`src/rtl/aout_pkg.sv`:
```
package aout_pkg;
  localparam int AW = 4;
  localparam int DW = 16;

  localparam logic [AW-1:0] W_DIO  = 4'h0;
  localparam logic [AW-1:0] W_CFG2 = 4'h1;
  localparam logic [AW-1:0] W_CFG3 = 4'h2;
  localparam logic [AW-1:0] W_CFG1 = 4'h5;
  localparam logic [AW-1:0] W_FIFO = 4'h6;

  localparam int BANK_BIT  = 7;
  localparam int OE_LO_BIT = 2;

  localparam int FLG_TC   = 0;
  localparam int FLG_INT1 = 1;
  localparam int FLG_INT2 = 2;
  localparam int NUM_FLG  = 3;

  typedef struct packed {
    logic [NUM_FLG-1:0] clr;
    logic fifo_clr;
    logic fifo_wr;
    logic cfg1_we;
    logic cfg2_we;
    logic cfg3_we;
    logic dout_we;
  } dec_t;
endpackage

```
`src/rtl/aout_addr_dec.sv`:
```
module aout_addr_dec
  import aout_pkg::*;
#(
  parameter int NUM_DAC = 10
) (
  input  logic               wr_i,
  input  logic               rd_i,
  input  logic [AW-1:0]      addr_i,
  input  logic               bank_i,
  input  logic               init_i,
  output dec_t               req_o,
  output logic [NUM_DAC-1:0] dac_we_o
);
  logic wr_norm, wr_bank;

  assign wr_norm = wr_i & ~bank_i;
  assign wr_bank = wr_i & bank_i;

  always_comb begin
    req_o = '0;
    req_o.clr[FLG_TC]   = init_i | (wr_bank & (addr_i == W_DIO));
    req_o.clr[FLG_INT1] = init_i | (wr_bank & (addr_i == W_CFG2));
    req_o.clr[FLG_INT2] = init_i | (wr_bank & (addr_i == W_CFG3));
    req_o.fifo_clr      = init_i | (rd_i & (addr_i == W_FIFO));
    req_o.fifo_wr       = wr_norm & (addr_i == W_FIFO);
    req_o.cfg1_we       = wr_i & (addr_i == W_CFG1);
    req_o.cfg2_we       = wr_norm & (addr_i == W_CFG2);
    req_o.cfg3_we       = wr_norm & (addr_i == W_CFG3);
    req_o.dout_we       = wr_norm & (addr_i == W_DIO);
  end

  for (genvar n = 0; n < NUM_DAC; n++) begin : g_dac
    localparam logic [AW-1:0] OFS = AW'(int'(W_FIFO) + n);
    if (n == 0) begin : g_shared
      assign dac_we_o[n] = wr_bank & (addr_i == OFS);
    end else begin : g_plain
      assign dac_we_o[n] = wr_i & (addr_i == OFS);
    end
  end
endmodule

```
`src/rtl/aout_irq_flags.sv`:
```
module aout_irq_flags #(
  parameter int N = 3
) (
  input  logic         clk_i,
  input  logic         rst_ni,
  input  logic [N-1:0] evt_i,
  input  logic [N-1:0] clr_i,
  output logic [N-1:0] flag_o
);
  for (genvar i = 0; i < N; i++) begin : g_flag
    // set wins over clear so no event is lost
    always_ff @(posedge clk_i or negedge rst_ni) begin
      if (!rst_ni)       flag_o[i] <= 1'b0;
      else if (evt_i[i]) flag_o[i] <= 1'b1;
      else if (clr_i[i]) flag_o[i] <= 1'b0;
    end
  end
endmodule

```
`src/rtl/aout_dac_bank.sv`:
```
module aout_dac_bank #(
  parameter int NUM_DAC = 10,
  parameter int DAC_W   = 12
) (
  input  logic                     clk_i,
  input  logic                     rst_ni,
  input  logic [NUM_DAC-1:0]       we_i,
  input  logic [DAC_W-1:0]         wdata_i,
  output logic [NUM_DAC-1:0]       wr_o,
  output logic [NUM_DAC*DAC_W-1:0] code_o
);
  localparam logic [DAC_W-1:0] MSB_FLIP = DAC_W'(1) << (DAC_W - 1);

  for (genvar n = 0; n < NUM_DAC; n++) begin : g_ch
    logic [DAC_W-1:0] latch_q;
    always_ff @(posedge clk_i or negedge rst_ni) begin
      if (!rst_ni) begin
        latch_q <= '0;
        wr_o[n] <= 1'b0;
      end else begin
        wr_o[n] <= we_i[n];
        if (we_i[n]) latch_q <= wdata_i;
      end
    end
    // two's complement in, offset binary out
    assign code_o[n*DAC_W +: DAC_W] = latch_q ^ MSB_FLIP;
  end
endmodule

```
`src/rtl/aout_dio.sv`:
```
module aout_dio #(
  parameter int DIO_W = 8
) (
  input  logic               clk_i,
  input  logic               rst_ni,
  input  logic               we_i,
  input  logic [DIO_W-1:0]   wdata_i,
  input  logic [DIO_W/4-1:0] nib_oe_i,
  input  logic [DIO_W-1:0]   pin_i,
  output logic [DIO_W-1:0]   dout_o,
  output logic [DIO_W-1:0]   oe_o,
  output logic [DIO_W-1:0]   din_o
);
  localparam int NIB = DIO_W / 4;

  always_ff @(posedge clk_i or negedge rst_ni) begin
    if (!rst_ni)   dout_o <= '0;
    else if (we_i) dout_o <= wdata_i;
  end

  for (genvar g = 0; g < NIB; g++) begin : g_nib
    assign oe_o[g*4 +: 4] = {4{nib_oe_i[g]}};
  end

  assign din_o = (dout_o & oe_o) | (pin_i & ~oe_o);
endmodule

```
`src/rtl/aout_reg_decoder.sv`:
```
module aout_reg_decoder
  import aout_pkg::*;
#(
  parameter int NUM_DAC = 10,
  parameter int DAC_W   = 12
) (
  input  logic                     clk_i,
  input  logic                     rst_ni,
  input  logic                     wr_i,
  input  logic                     rd_i,
  input  logic [3:0]               word_addr_i,
  input  logic [15:0]              wdata_i,
  output logic [15:0]              rdata_o,
  output logic [15:0]              cfg1_o,
  output logic [15:0]              cfg2_o,
  output logic [15:0]              cfg3_o,
  output logic                     fifo_wr_o,
  output logic [15:0]              fifo_wdata_o,
  output logic                     fifo_clr_o,
  output logic                     tc_clr_o,
  output logic                     int1_clr_o,
  output logic                     int2_clr_o,
  input  logic                     tc_evt_i,
  input  logic                     int1_evt_i,
  input  logic                     int2_evt_i,
  input  logic                     fifo_half_i,
  input  logic                     fifo_empty_i,
  input  logic                     fifo_full_i,
  input  logic                     prom_i,
  output logic [NUM_DAC-1:0]       dac_wr_o,
  output logic [NUM_DAC*DAC_W-1:0] dac_code_o,
  input  logic [7:0]               dio_i,
  output logic [7:0]               dio_o,
  output logic [7:0]               dio_oe_o
);
  localparam int DIO_W = 8;
  localparam int NIB   = DIO_W / 4;

  dec_t                 req;
  logic [NUM_DAC-1:0]   dac_we;
  logic                 init_q;
  logic [NUM_FLG-1:0]   clr_q;
  logic [NUM_FLG-1:0]   flag_q;
  logic [NUM_FLG-1:0]   evt;
  logic [DIO_W-1:0]     din;
  logic [15:0]          status;

  // one cycle after reset: clear FIFO and all interrupt sources
  always_ff @(posedge clk_i or negedge rst_ni) begin
    if (!rst_ni) init_q <= 1'b1;
    else         init_q <= 1'b0;
  end

  aout_addr_dec #(.NUM_DAC(NUM_DAC)) u_dec (
    .wr_i     (wr_i),
    .rd_i     (rd_i),
    .addr_i   (word_addr_i),
    .bank_i   (cfg1_o[BANK_BIT]),
    .init_i   (init_q),
    .req_o    (req),
    .dac_we_o (dac_we)
  );

  always_ff @(posedge clk_i or negedge rst_ni) begin
    if (!rst_ni) begin
      cfg1_o       <= '0;
      cfg2_o       <= '0;
      cfg3_o       <= '0;
      clr_q        <= '0;
      fifo_clr_o   <= 1'b0;
      fifo_wr_o    <= 1'b0;
      fifo_wdata_o <= '0;
    end else begin
      if (req.cfg1_we) cfg1_o <= wdata_i;
      if (req.cfg2_we) cfg2_o <= wdata_i;
      if (req.cfg3_we) cfg3_o <= wdata_i;
      clr_q      <= req.clr;
      fifo_clr_o <= req.fifo_clr;
      fifo_wr_o  <= req.fifo_wr;
      if (req.fifo_wr) fifo_wdata_o <= wdata_i;
    end
  end

  assign tc_clr_o   = clr_q[FLG_TC];
  assign int1_clr_o = clr_q[FLG_INT1];
  assign int2_clr_o = clr_q[FLG_INT2];

  assign evt[FLG_TC]   = tc_evt_i;
  assign evt[FLG_INT1] = int1_evt_i;
  assign evt[FLG_INT2] = int2_evt_i;

  aout_irq_flags #(.N(NUM_FLG)) u_flags (
    .clk_i  (clk_i),
    .rst_ni (rst_ni),
    .evt_i  (evt),
    .clr_i  (req.clr),
    .flag_o (flag_q)
  );

  aout_dac_bank #(.NUM_DAC(NUM_DAC), .DAC_W(DAC_W)) u_dac (
    .clk_i   (clk_i),
    .rst_ni  (rst_ni),
    .we_i    (dac_we),
    .wdata_i (wdata_i[DAC_W-1:0]),
    .wr_o    (dac_wr_o),
    .code_o  (dac_code_o)
  );

  aout_dio #(.DIO_W(DIO_W)) u_dio (
    .clk_i    (clk_i),
    .rst_ni   (rst_ni),
    .we_i     (req.dout_we),
    .wdata_i  (wdata_i[DIO_W-1:0]),
    .nib_oe_i (cfg3_o[OE_LO_BIT +: NIB]),
    .pin_i    (dio_i),
    .dout_o   (dio_o),
    .oe_o     (dio_oe_o),
    .din_o    (din)
  );

  assign status = {9'b0, fifo_half_i, fifo_empty_i, fifo_full_i,
                   flag_q[FLG_INT2], flag_q[FLG_INT1], flag_q[FLG_TC], prom_i};

  always_comb begin
    rdata_o = '0;
    if (rd_i) begin
      unique case (word_addr_i)
        W_DIO:   rdata_o = {8'b0, din};
        W_CFG1:  rdata_o = status;
        default: rdata_o = '0;
      endcase
    end
  end
endmodule

```
`config.mk`:
```
export PLATFORM = sky130hd
export DESIGN_NAME = aout_reg_decoder
export DESIGN_NICKNAME = d
export VERILOG_FILES = /design/src/rtl/aout_pkg.sv /design/src/rtl/aout_addr_dec.sv /design/src/rtl/aout_irq_flags.sv /design/src/rtl/aout_dac_bank.sv /design/src/rtl/aout_dio.sv /design/src/rtl/aout_reg_decoder.sv
export SDC_FILE = /design/constraint.sdc
export NUM_CORES = 1
export LEC_CHECK = 0
export ABC_AREA = 0
export BUFFER_PORTS_ARGS = -buffer_cell sky130_fd_sc_hd__buf_2
export CAP_MARGIN = 20
export CORE_ASPECT_RATIO = 2
export CORE_MARGIN = 2
export CORE_UTILIZATION = 50
export DETAILED_ROUTE_END_ITERATION = 7
export PLACE_DENSITY = 0.78
export SLEW_MARGIN = 20
export SYNTH_ARGS = -nofsm -noshare
export SYNTH_HDL_FRONTEND = slang
export SYNTH_SLANG_ARGS = --single-unit
```
`constraint.sdc`:
```
create_clock -name clk_i -period 2.3 [get_ports clk_i]
set_input_delay 0.46 -clock clk_i [delete_from_list [all_inputs] [get_ports clk_i]]
set_output_delay 0.46 -clock clk_i [all_outputs]
set_load 0.005 [all_outputs]
```
==> qor.csv <==
metric;value;unit
critPathKind;register to output pin;
ios;270;
synth_edf_count;0;
drive_gt1_share;62.4;%
worstMarginPinSlew;683;ps
grt_max_degree;69;
rows;69;
core-area;17800;um^2
cts_setup_buffers;0;
startpoint_type;register;
start_util;51.0;%
synthArstFlopShare;100;%
cp.required;1840;ps
stdcell_area;10300;um^2
yosys_warnings;0;
yosys.area.top_type_share;58.0;%
diodes;0;
antenna_found_initial;0;
cp-end-kind;output pin;
ir_drop;0.760;mV
cts-htree-levels;1;
dpl-instance-area;9740;um^2
fp.dieH;194;um
hold_slack;165;ps
synth_area;9060;um^2
grt.total_usage;21.8;%
ys_types;29;
fin_setup_tns;0;ps
syn_area_per_cell;14.3;um^2
grt_pass1_wl;32.2;mm
ys_seq_elements;211;
cts_root_buf;clkbuf_16;
overflow;0;
setup_viol;0;
portBuffers;261;
power_leakage;5.32;nW
num_vias;5206;
layout_min_cycle_time;2060;ps
drt_wl_total;20.9;mm
holdCritPathClass;input pin to register;
cp_slowest_cell;dfrtp_1;
yosys.area.top_type;dfrtp_1;
timing.final.hold_violations;0;
maxCapViolCount;0;
die_x;99.2;um
hold_buffers;1;
skew;9.29;ps
dp_hpwl;15.2;mm
seq_area_frac_synth;58.3;%
cts_resized;0;
drtAntennaViolNets;0;
final_net_count;822;
status;finished clean;
cts_tree;done;
vias_per_cell;5.16;
power_density;971;nW/um^2
drtPass1Iterations;4;
synthTopCellsByCount;210 x dfrtp_1, 165 x mux2_2, 129 x buf_4;
rsz0062_at_grt;false;
wl_per_cell;20.8;um
clkSinkCount;211;
synthFlopType;dfrtp_1;
synth.most_common_cell;dfrtp_1;
area_growth;13.9;%
slew_violations;0;
path_max_fanout;10;
cts.clk_slew.worst_paths;70;ps
numCtsBuffers;19;
fin_util;58.0;%
power;10.0;mW
clk_latency;490;ps
syn_inst;632;
cp_cell_sequence;mux2i_1 -> o2bb2ai_1 -> buf_2;
fmax;486;MHz
drc_errors;0;
slowest_delay;570;ps
drt_iter0_markers;127;
max_slew_margin;54.5;%
finalCritPeriodShare;89.5;%
grt_pass1_vias;5479;
place_congestion;0.871;
die-area;19300;um^2
yosys-top-cells-area;dfrtp_1 58%, mux2_2 21%, buf_4 11%, mux2_4 3.0%, mux2_1 1.1%;
clk_path_buf_depth;3;
arrival;1600;ps
-- flip-flops by register name, summed over array words and instances, names as in the netlist, 3 cells and up --
| register | count |
|---|---|
| cfg1_o | 16 |
| cfg2_o | 16 |
| cfg3_o | 16 |
| clr_q | 3 |
| fifo_wdata_o | 16 |
| u_dac.g_ch.latch_q | 120 |
| u_dac.wr_o | 10 |
| u_dio.dout_o | 8 |
| u_flags.flag_o | 3 |
-- final cells by class --
type | instances | area [um^2]
clock buffer | 27 | 536
clock inverter | 6 | 37.5
fill | 1435 | 7460
inverter | 17 | 63.8
multi-input combinational | 254 | 2640
sequential | 211 | 5280
tap | 213 | 267
timing repair buffer | 280 | 1500
-- stage by stage --
stage	setup slack [ps]	std cells
floorplan	593	640
global placement	314	974
detailed placement	279	974
CTS	194	1008
global route	179	1008
finish	242	1008
-- path summary, 6_finish.rpt --
| check | startpoint | end | depth (start not counted) | slack [ps] |
|---|---|---|---|---|
| max | cfg3_o[3] | rdata_o[4] | 3 | 240 |
| min | int1_evt_i | u_flags.flag_o[1] | 2 | 160 |
| max reg2reg | cfg1_o[7] | u_dio.dout_o[6] | 3 | 540 |
| min reg2reg | u_dac.g_ch[6].latch_q[2] | u_dac.g_ch[6].latch_q[2] | 1 | 490 |
| max in group asynchronous | rst_ni | u_dac.g_ch[8].latch_q[9] | 3 | 1150 |
| min in group asynchronous | rst_ni | u_dac.g_ch[5].latch_q[11] | 2 | 420 |
-- logic make-up (layout without fill, tap and decap cells) --
group,after synthesis,in the layout,synth area share (%)
other,1,9,0.0414
flip-flops,211,211,58.3
multiplexers,200,200,25.5
AO/OA/AOI/OAI,14,14,1.26
AND/OR/NAND/NOR,31,31,1.96
buffers and inverters,175,330,13.0
-- power by group --
| group | switching [mW] | internal (mW) | total, mW | leakage [nW] |
|---|---|---|---|---|
| registers | 0.438 | 4.50 | 4.94 | 2.61 |
| clock network | 1.34 | 1.63 | 2.97 | 0.286 |
| logic | 0.900 | 1.22 | 2.12 | 2.42 |
-- per-layer routing --
layer	global-route usage (%)	wire length, um	vias up
li1	-	-	2294
met1	24.1	7470	2653
met2	40.1	11400	205
met3	3.24	1030	54
met4	10.0	1000	0
met5	0	0	-
-- layout by cell type (no fill, tap or decap), types with 5 or more instances in the layout --
| master | synthesis | routed |
|---|---|---|
| mux2_4 | 18 | 18 |
| mux2i_1 | 8 | 8 |
| buf_2 | 10 | 260 |
| conb_1 | 1 | 9 |
| dfrtp_1 | 210 | 210 |
| buf_4 | 129 | 15 |
| clkbuf_16 | 0 | 19 |
| o2bb2ai_1 | 7 | 7 |
| clkbuf_1 | 14 | 5 |
| mux2_2 | 165 | 165 |
| inv_1 | 17 | 17 |
| nor2_1 | 11 | 11 |
| mux2_1 | 9 | 9 |
-- critical path: cells and delay by family, from the launching register on --
| family | cells | cell delay, ps |
|---|---|---|
| AOI/OAI and AO/OA | 1 | 80 |
| buffers and inverters | 1 | 130 |
| DFF | 1 | 570 |
| muxes | 1 | 330 |
No activity file was read; power rests on OpenSTA's default activity.
